==> src/rtl/chime_pkg.sv <==
// Shared types for the top-of-hour chime.
// Assumes: only one beep kind is active at any time.
package chime_pkg;
    typedef enum logic [1:0] {
        BEEP_NONE = 2'd0,
        BEEP_LOW  = 2'd1,
        BEEP_HIGH = 2'd2
    } beep_e;
endpackage

==> src/rtl/chime_match.sv <==
// Decodes the BCD time into the kind of beep due and registers it.
// Assumes: digits are BCD, and a non-decimal code must simply fail to match.
// The low-beep seconds are derived from FINAL_SEC, GAP and NUM_LOW.
module chime_match
    import chime_pkg::*;
#(
    parameter int DIGIT_W   = 4,
    parameter int FINAL_MIN = 59,
    parameter int FINAL_SEC = 59,
    parameter int NUM_LOW   = 3,
    parameter int GAP       = 2
) (
    input  logic               clk,
    input  logic               rst_n,
    input  logic [DIGIT_W-1:0] min_tens,
    input  logic [DIGIT_W-1:0] min_units,
    input  logic [DIGIT_W-1:0] sec_tens,
    input  logic [DIGIT_W-1:0] sec_units,
    output beep_e              kind_q
);
    localparam logic [DIGIT_W-1:0] MIN_T = DIGIT_W'(FINAL_MIN / 10);
    localparam logic [DIGIT_W-1:0] MIN_U = DIGIT_W'(FINAL_MIN % 10);
    localparam logic [DIGIT_W-1:0] HI_T  = DIGIT_W'(FINAL_SEC / 10);
    localparam logic [DIGIT_W-1:0] HI_U  = DIGIT_W'(FINAL_SEC % 10);

    logic               in_min;
    logic               high_hit;
    logic [NUM_LOW-1:0] low_hit;
    beep_e              kind_d;

    assign in_min   = (min_tens == MIN_T) && (min_units == MIN_U);
    assign high_hit = (sec_tens == HI_T) && (sec_units == HI_U);

    // One comparator per low-beep second, spaced GAP seconds back from the high beep.
    for (genvar i = 0; i < NUM_LOW; i++) begin : g_low
        localparam int SEC = FINAL_SEC - GAP * (i + 1);
        assign low_hit[i] = (sec_tens == DIGIT_W'(SEC / 10)) &&
                            (sec_units == DIGIT_W'(SEC % 10));
    end

    // Picks the beep kind for the present time.
    always_comb begin
        kind_d = BEEP_NONE;
        if (in_min && high_hit)
            kind_d = BEEP_HIGH;
        else if (in_min && (|low_hit))
            kind_d = BEEP_LOW;
    end

    // Registers the beep kind, cleared by reset.
    always_ff @(posedge clk) begin
        if (!rst_n)
            kind_q <= BEEP_NONE;
        else
            kind_q <= kind_d;
    end

    assert_kind_legal_R5: assert property (@(posedge clk) disable iff (!rst_n)
        kind_q != beep_e'(2'b11));
    assert_quiet_minute_R2: assert property (@(posedge clk) disable iff (!rst_n)
        !in_min |=> kind_q == BEEP_NONE);
endmodule

==> src/rtl/chime_tone_gate.sv <==
// Gates the selected tone level onto a registered buzzer output.
// Assumes: the tone inputs are square-wave levels synchronous to clk.
module chime_tone_gate
    import chime_pkg::*;
(
    input  logic  clk,
    input  logic  rst_n,
    input  beep_e kind,
    input  logic  tone_lo,
    input  logic  tone_hi,
    output logic  buzz
);
    logic buzz_d;

    // Chooses the tone level for the current beep kind.
    always_comb begin
        unique case (kind)
            BEEP_LOW:  buzz_d = tone_lo;
            BEEP_HIGH: buzz_d = tone_hi;
            default:   buzz_d = 1'b0;
        endcase
    end

    // Output flop, so the buzzer pin never glitches.
    always_ff @(posedge clk) begin
        if (!rst_n)
            buzz <= 1'b0;
        else
            buzz <= buzz_d;
    end

    assert_idle_low_R5: assert property (@(posedge clk) disable iff (!rst_n)
        kind == BEEP_NONE |=> !buzz);
    assert_low_tone_R3: assert property (@(posedge clk) disable iff (!rst_n)
        kind == BEEP_LOW |=> buzz == $past(tone_lo));
    assert_high_tone_R4: assert property (@(posedge clk) disable iff (!rst_n)
        kind == BEEP_HIGH |=> buzz == $past(tone_hi));
endmodule

==> src/rtl/hour_chime.sv <==
// Top-of-hour chime: plays low beeps and then a final high beep late in the hour.
// Assumes: BCD time digits and tone levels are synchronous to clk.
// Latency is two edges from time to buzz and one edge from tone to buzz.
module hour_chime #(
    parameter int DIGIT_W   = 4,
    parameter int FINAL_MIN = 59,
    parameter int FINAL_SEC = 59,
    parameter int NUM_LOW   = 3,
    parameter int GAP       = 2
) (
    input  logic               clk,
    input  logic               rst_n,
    input  logic [DIGIT_W-1:0] min_tens,
    input  logic [DIGIT_W-1:0] min_units,
    input  logic [DIGIT_W-1:0] sec_tens,
    input  logic [DIGIT_W-1:0] sec_units,
    input  logic               tone_lo,
    input  logic               tone_hi,
    output logic               buzz
);
    import chime_pkg::*;

    beep_e kind_q;
    logic  at_min;

    chime_match #(
        .DIGIT_W  (DIGIT_W),
        .FINAL_MIN(FINAL_MIN),
        .FINAL_SEC(FINAL_SEC),
        .NUM_LOW  (NUM_LOW),
        .GAP      (GAP)
    ) u_match (
        .clk      (clk),
        .rst_n    (rst_n),
        .min_tens (min_tens),
        .min_units(min_units),
        .sec_tens (sec_tens),
        .sec_units(sec_units),
        .kind_q   (kind_q)
    );

    chime_tone_gate u_gate (
        .clk    (clk),
        .rst_n  (rst_n),
        .kind   (kind_q),
        .tone_lo(tone_lo),
        .tone_hi(tone_hi),
        .buzz   (buzz)
    );

    // Port-level view of the chime minute, used only by the checks below.
    assign at_min = (min_tens == DIGIT_W'(FINAL_MIN / 10)) &&
                    (min_units == DIGIT_W'(FINAL_MIN % 10));

    assert_reset_quiet_R1: assert property (@(posedge clk)
        !rst_n |=> !buzz);
    assert_two_edge_R6: assert property (@(posedge clk) disable iff (!rst_n)
        !$past(at_min, 2) |-> !buzz);
endmodule

==> config.mk <==
export PLATFORM = sky130hd
export DESIGN_NAME = hour_chime
export DESIGN_NICKNAME = d
export VERILOG_FILES = /design/src/rtl/chime_pkg.sv /design/src/rtl/chime_match.sv /design/src/rtl/chime_tone_gate.sv /design/src/rtl/hour_chime.sv
export SDC_FILE = /design/constraint.sdc
export NUM_CORES = 1
export LEC_CHECK = 0
export BUFFER_PORTS_ARGS = -buffer_cell sky130_fd_sc_hd__clkbuf_2
export CAP_MARGIN = 30
export CORE_AREA = 8 8 45 47
export DETAILED_ROUTE_END_ITERATION = 16
export DIE_AREA = 0 0 53 55
export SYNTH_ARGS = -nofsm -noshare
export SYNTH_HDL_FRONTEND = slang
export SYNTH_HIERARCHICAL = 1
export SYNTH_SLANG_ARGS = --single-unit
==> constraint.sdc <==
create_clock -name clk -period 1.9 [get_ports clk]
set_input_delay 0.285 -clock clk [delete_from_list [all_inputs] [get_ports clk]]
set_output_delay 0.285 -clock clk [all_outputs]
set_load 0.05 [all_outputs]
# Word level (Yosys, flattened, before mapping)
# Cells that the tools add are included.
# totals
register_bits	3
latch_bits	0
ram_bits	0
romBits	0
inputBits	20
out_inout_bits	1
wordCells	25
mem_count	0
# op_classes
n_addsub	0
mul	0
div_mod_pow	0
order_cmp	0
eq_ne	9
shift	0
muxes	3
bitwise_logic	1
reduce_logical	9
# ops
op	count
4-bit by 3-bit == test with 1-bit output, second input constant	4
4-bit == test, second input constant	2
1-bit logical AND	7
4-bit by 2-bit == test with 1-bit output, second input constant	1
3-bit OR reduction	1
2-bit by 1-bit == test with 1-bit output, second input constant	1
2-bit == test, second input constant	1
2-bit 2-to-1 mux	1
1-bit one-hot mux with 2 select lines	1
2-bit OR reduction	1
1-bit 2-to-1 mux	1
1-bit NOT	1

# Depth between registers and ports, before layout
# depth
ltp_word	6
mapped_depth	4
mapped_depth_nobuf	4

# Hierarchy
# Netlist, hierarchy kept.
# by_module_without_submodules
module	instances	cells_per_inst	area_each_um2
chime_match	1	11	116.4
chime_tone_gate	1	7	72.6

# Worst setup path before layout
# No wires, ideal clock.
# synth_path
path_type	reg2reg
startpoint	reg u_match.kind_q[0]
endpoint	reg u_gate.buzz
setup_time_ns	0.121
arrival_ns	0.752
required_ns	1.779
setup_slack_ns	1.027
path_stages_with_launch	5
n_path_buf	0
period_less_slack_ns	0.873
cell_sequence	dfxtp_1 -> inv_1 -> ha_1 -> a22oi_1 -> nor3b_2
# synth_between
elab_chain_cells	2
word_cells_on_any_way	3
# synth_lines
item	line	source
start: declaration	chime_match.sv:19	output beep_e kind_q
start signal: assignment	chime_match.sv:55	kind_q <= kind_d;
2-bit == test or 2-bit by 1-bit == test with 1-bit output (tied branches)	chime_tone_gate.sv:17	unique case (kind)
1-bit one-hot mux with 2 select lines (*)	chime_tone_gate.sv:17	
end signal: assignment	chime_tone_gate.sv:29	buzz <= buzz_d;
end: declaration	chime_tone_gate.sv:11	output logic buzz
# Every way passes the cells marked *; elsewhere a longest branch is shown, timed or not.
# A chain may end at the register's enable or synchronous reset.

# Worst setup path in the final report
# layout_path
startpoint	reg u_gate.buzz
endpoint	out buzz
# layout_lines
item	line	source
end: declaration	hour_chime.sv:19	output logic buzz
# No word-level cell between the ends.

==> out/qor.csv <==
metric,value,unit
routability_driven_placement_congestion_ratio,0.703,
cts_buffers,3,
totalNegativeSetupSlack,0,ns
critical-path-max-stage-delay,0.30,ns
power.density,580,mW/mm2
fin_total_pwr,195,uW
syn_area_per_cell,10.5,um2
critPathLaunchType,flop,
post-place-ws,0.919,ns
final_cells,58,
timing.final.hold_violations,0,
final.period_utilization,0.566,
fill_cells,152,
worst-path-stages,1,
register_area,60.1,um2
first_global_vias,257,
flow.area_growth_from_synthesis,77.5,%
design.die.area,0.00292,mm2
slew_viol_final,0,
period_needed,1.08,ns
post-cts-setup-buffers,0,
design.portCount,21,
drv.max_cap_violation_count,0,
tritoncts,done,
timing_worst_setup_path_type,flop to output pin,
nets,65,
cts-hold-fix-buffers,0,
core-area,0.00138,mm2
path_buf_inv,1,
path_clk_slew,0.04,ns
critPathSlowestCell,dfxtp_1,
post_synthesis_instance_area,189,um2
buffer_ports.inserted,20,
fp.dieH,55,um
post-synth-top-area-fraction,0.318,
final_core_util,0.242,
worst_pin_slew,0.276,ns
wire_length_of_the_first_global_routing_pass,910,um
wirelength,540,um
drt_first_pass_iters,4,
dr.first_iter.drc_count,3,
cp_cell_instances,clkbuf_2,
number_of_antenna_violations_at_the_first_check_in_global_routing,0,
hold_path.class,input port to flop,
netlist_instances,18,
critical_path_at,0.79,ns
power.static_leakage,0.179,nW
timing.critical_path.fanout_max,1,
worstHoldPathCells,2,
setup_viol_count_final,0,
postSynthNetCount,40,
timing.critical_path.required,1.62,ns
floorplan.die.width,53,um
layout-drive-gt1-share,0.619,
end_kind,output pin,
detail-route-antenna-nets,0,
multi_input_comb_area,121,um2
avgRoutedWirePerCell,9.31,um
reg2reg_depth,4,
ir_drop,0.000152,V
start_util,0.137,
max_freq,930,MHz
critPathTopFamily,flip-flops,
rsz0062_at_grt,no,
rows,14,
setup_slack,0.825,ns
yosys_register_bits,3,
gr-usage-all-layers,0.0442,
synth_cell_type_count,12,
insertedDiodeCount,0,
grt_overflow_total,0,
via_count,214,
postCtsResizedCells,0,
clock_tree_buffer_depth,2,
clock_latency,0.23,ns
regToRegSetupSlack,0.98,ns
clock_sinks,3,
grt_max_degree,3,
detail_route.drc_violations,0,
synth_seq_area_share,0.318,
yosysWarningCount,6,
placed_cells_incl_taps,54,
timing.clock.skew,0.00263,ns
ctsRootBufferMaster,clkbuf_4,
synth.top_cells.by_area,"dfxtp_1 (32%), and4bb_1 (13%), ha_1 (13%), nand4_2 (6.6%), nor3b_2 (6.6%)",
run_status,finished clean,
htree_num_levels,1,
maxSlewHeadroom,0.817,
via_count_normalized_by_instance_count,3.69,
yosys.area.top_type,dfxtp_1,
-- per-layer routing --
| layer | vias up | wire length, um | track usage |
|---|---|---|---|
| li1 | 113 | - | - |
| met1 | 85 | 234 | 0.0469 |
| met2 | 16 | 215 | 0.0586 |
| met3 | 0 | 91 | 0.0294 |
| met4 | 0 | 0 | 0.0388 |
| met5 | - | 0 | 0 |
-- per-stage QoR --
step	hold WS, ns	cell area [um2]
after floorplan	0.355	189
after global placement	0.474	309
after detailed placement	0.477	309
after CTS	0.237	335
after global routing	0.249	335
final	0.245	335
-- logic make-up (layout without fill, tap and decap cells) --
logic type               after synthesis  in the layout  synth area share
AND/OR/NAND/NOR                       10             10             0.470
flip-flops                             3              3             0.318
adder cells (fa/ha/maj)                2              2             0.132
AO/OA/AOI/OAI                          1              1            0.0397
buffers and inverters                  2             26            0.0397
-- synth_stat cells (all sizes together) --
master / n
nand4: 1
inv: 2
nor3: 1
and2b: 1
nor3b: 1
and4b: 1
nor2: 2
and4bb: 2
nand2: 1
dfxtp: 3
a22oi: 1
ha: 2
-- power breakdown --
part	switching [mW]	leakage (nW)	internal [mW]
sequential	0.000000546	0.0241	0.0634
combinational	0.00660	0.139	0.0173
clock	0.0289	0.0150	0.0784
total	0.0355	0.179	0.159
-- cells in the final DEF (no fill, tap or decap) --
cell      netlist  layout
clkbuf_4        0       3
and4bb_1        2       2
nor3_2          1       1
and4b_1         1       1
nor3b_2         1       1
a22oi_1         1       1
ha_1            2       2
inv_1           2       2
clkbuf_2        0      20
clkbuf_1        0       1
nand4_2         1       1
nand2_1         1       1
and2b_1         1       1
dfxtp_1         3       3
nor2_1          2       2
-- path summary, 6_finish.rpt --
check,from,to
worst min-delay path,sec_units[3],u_match/kind_q[0]$_SDFF_PP0_
worst min register to register,u_match/kind_q[1]$_SDFF_PN0_,u_gate/buzz$_SDFF_PN0_
worst max-delay path,u_gate/buzz$_SDFF_PN0_,buzz
worst max register to register,u_match/kind_q[1]$_SDFF_PN0_,u_gate/buzz$_SDFF_PN0_
-- cell type report --
| class | instances | share of cell area |
|---|---|---|
| Clock buffer | 4 | 0.0784 |
| Inverter | 2 | 0.0224 |
| Multi-Input combinational cell | 13 | 0.362 |
| Sequential cell | 3 | 0.179 |
| Tap cell | 16 | 0.0597 |
| Timing Repair Buffer | 20 | 0.299 |
-- registers in the layout, indices dropped and copies added, names as in the netlist --
| signal | cells |
|---|---|
| u_match/kind_q | 2 |
| u_gate/buzz | 1 |
(Power assumes the default switching activity.)
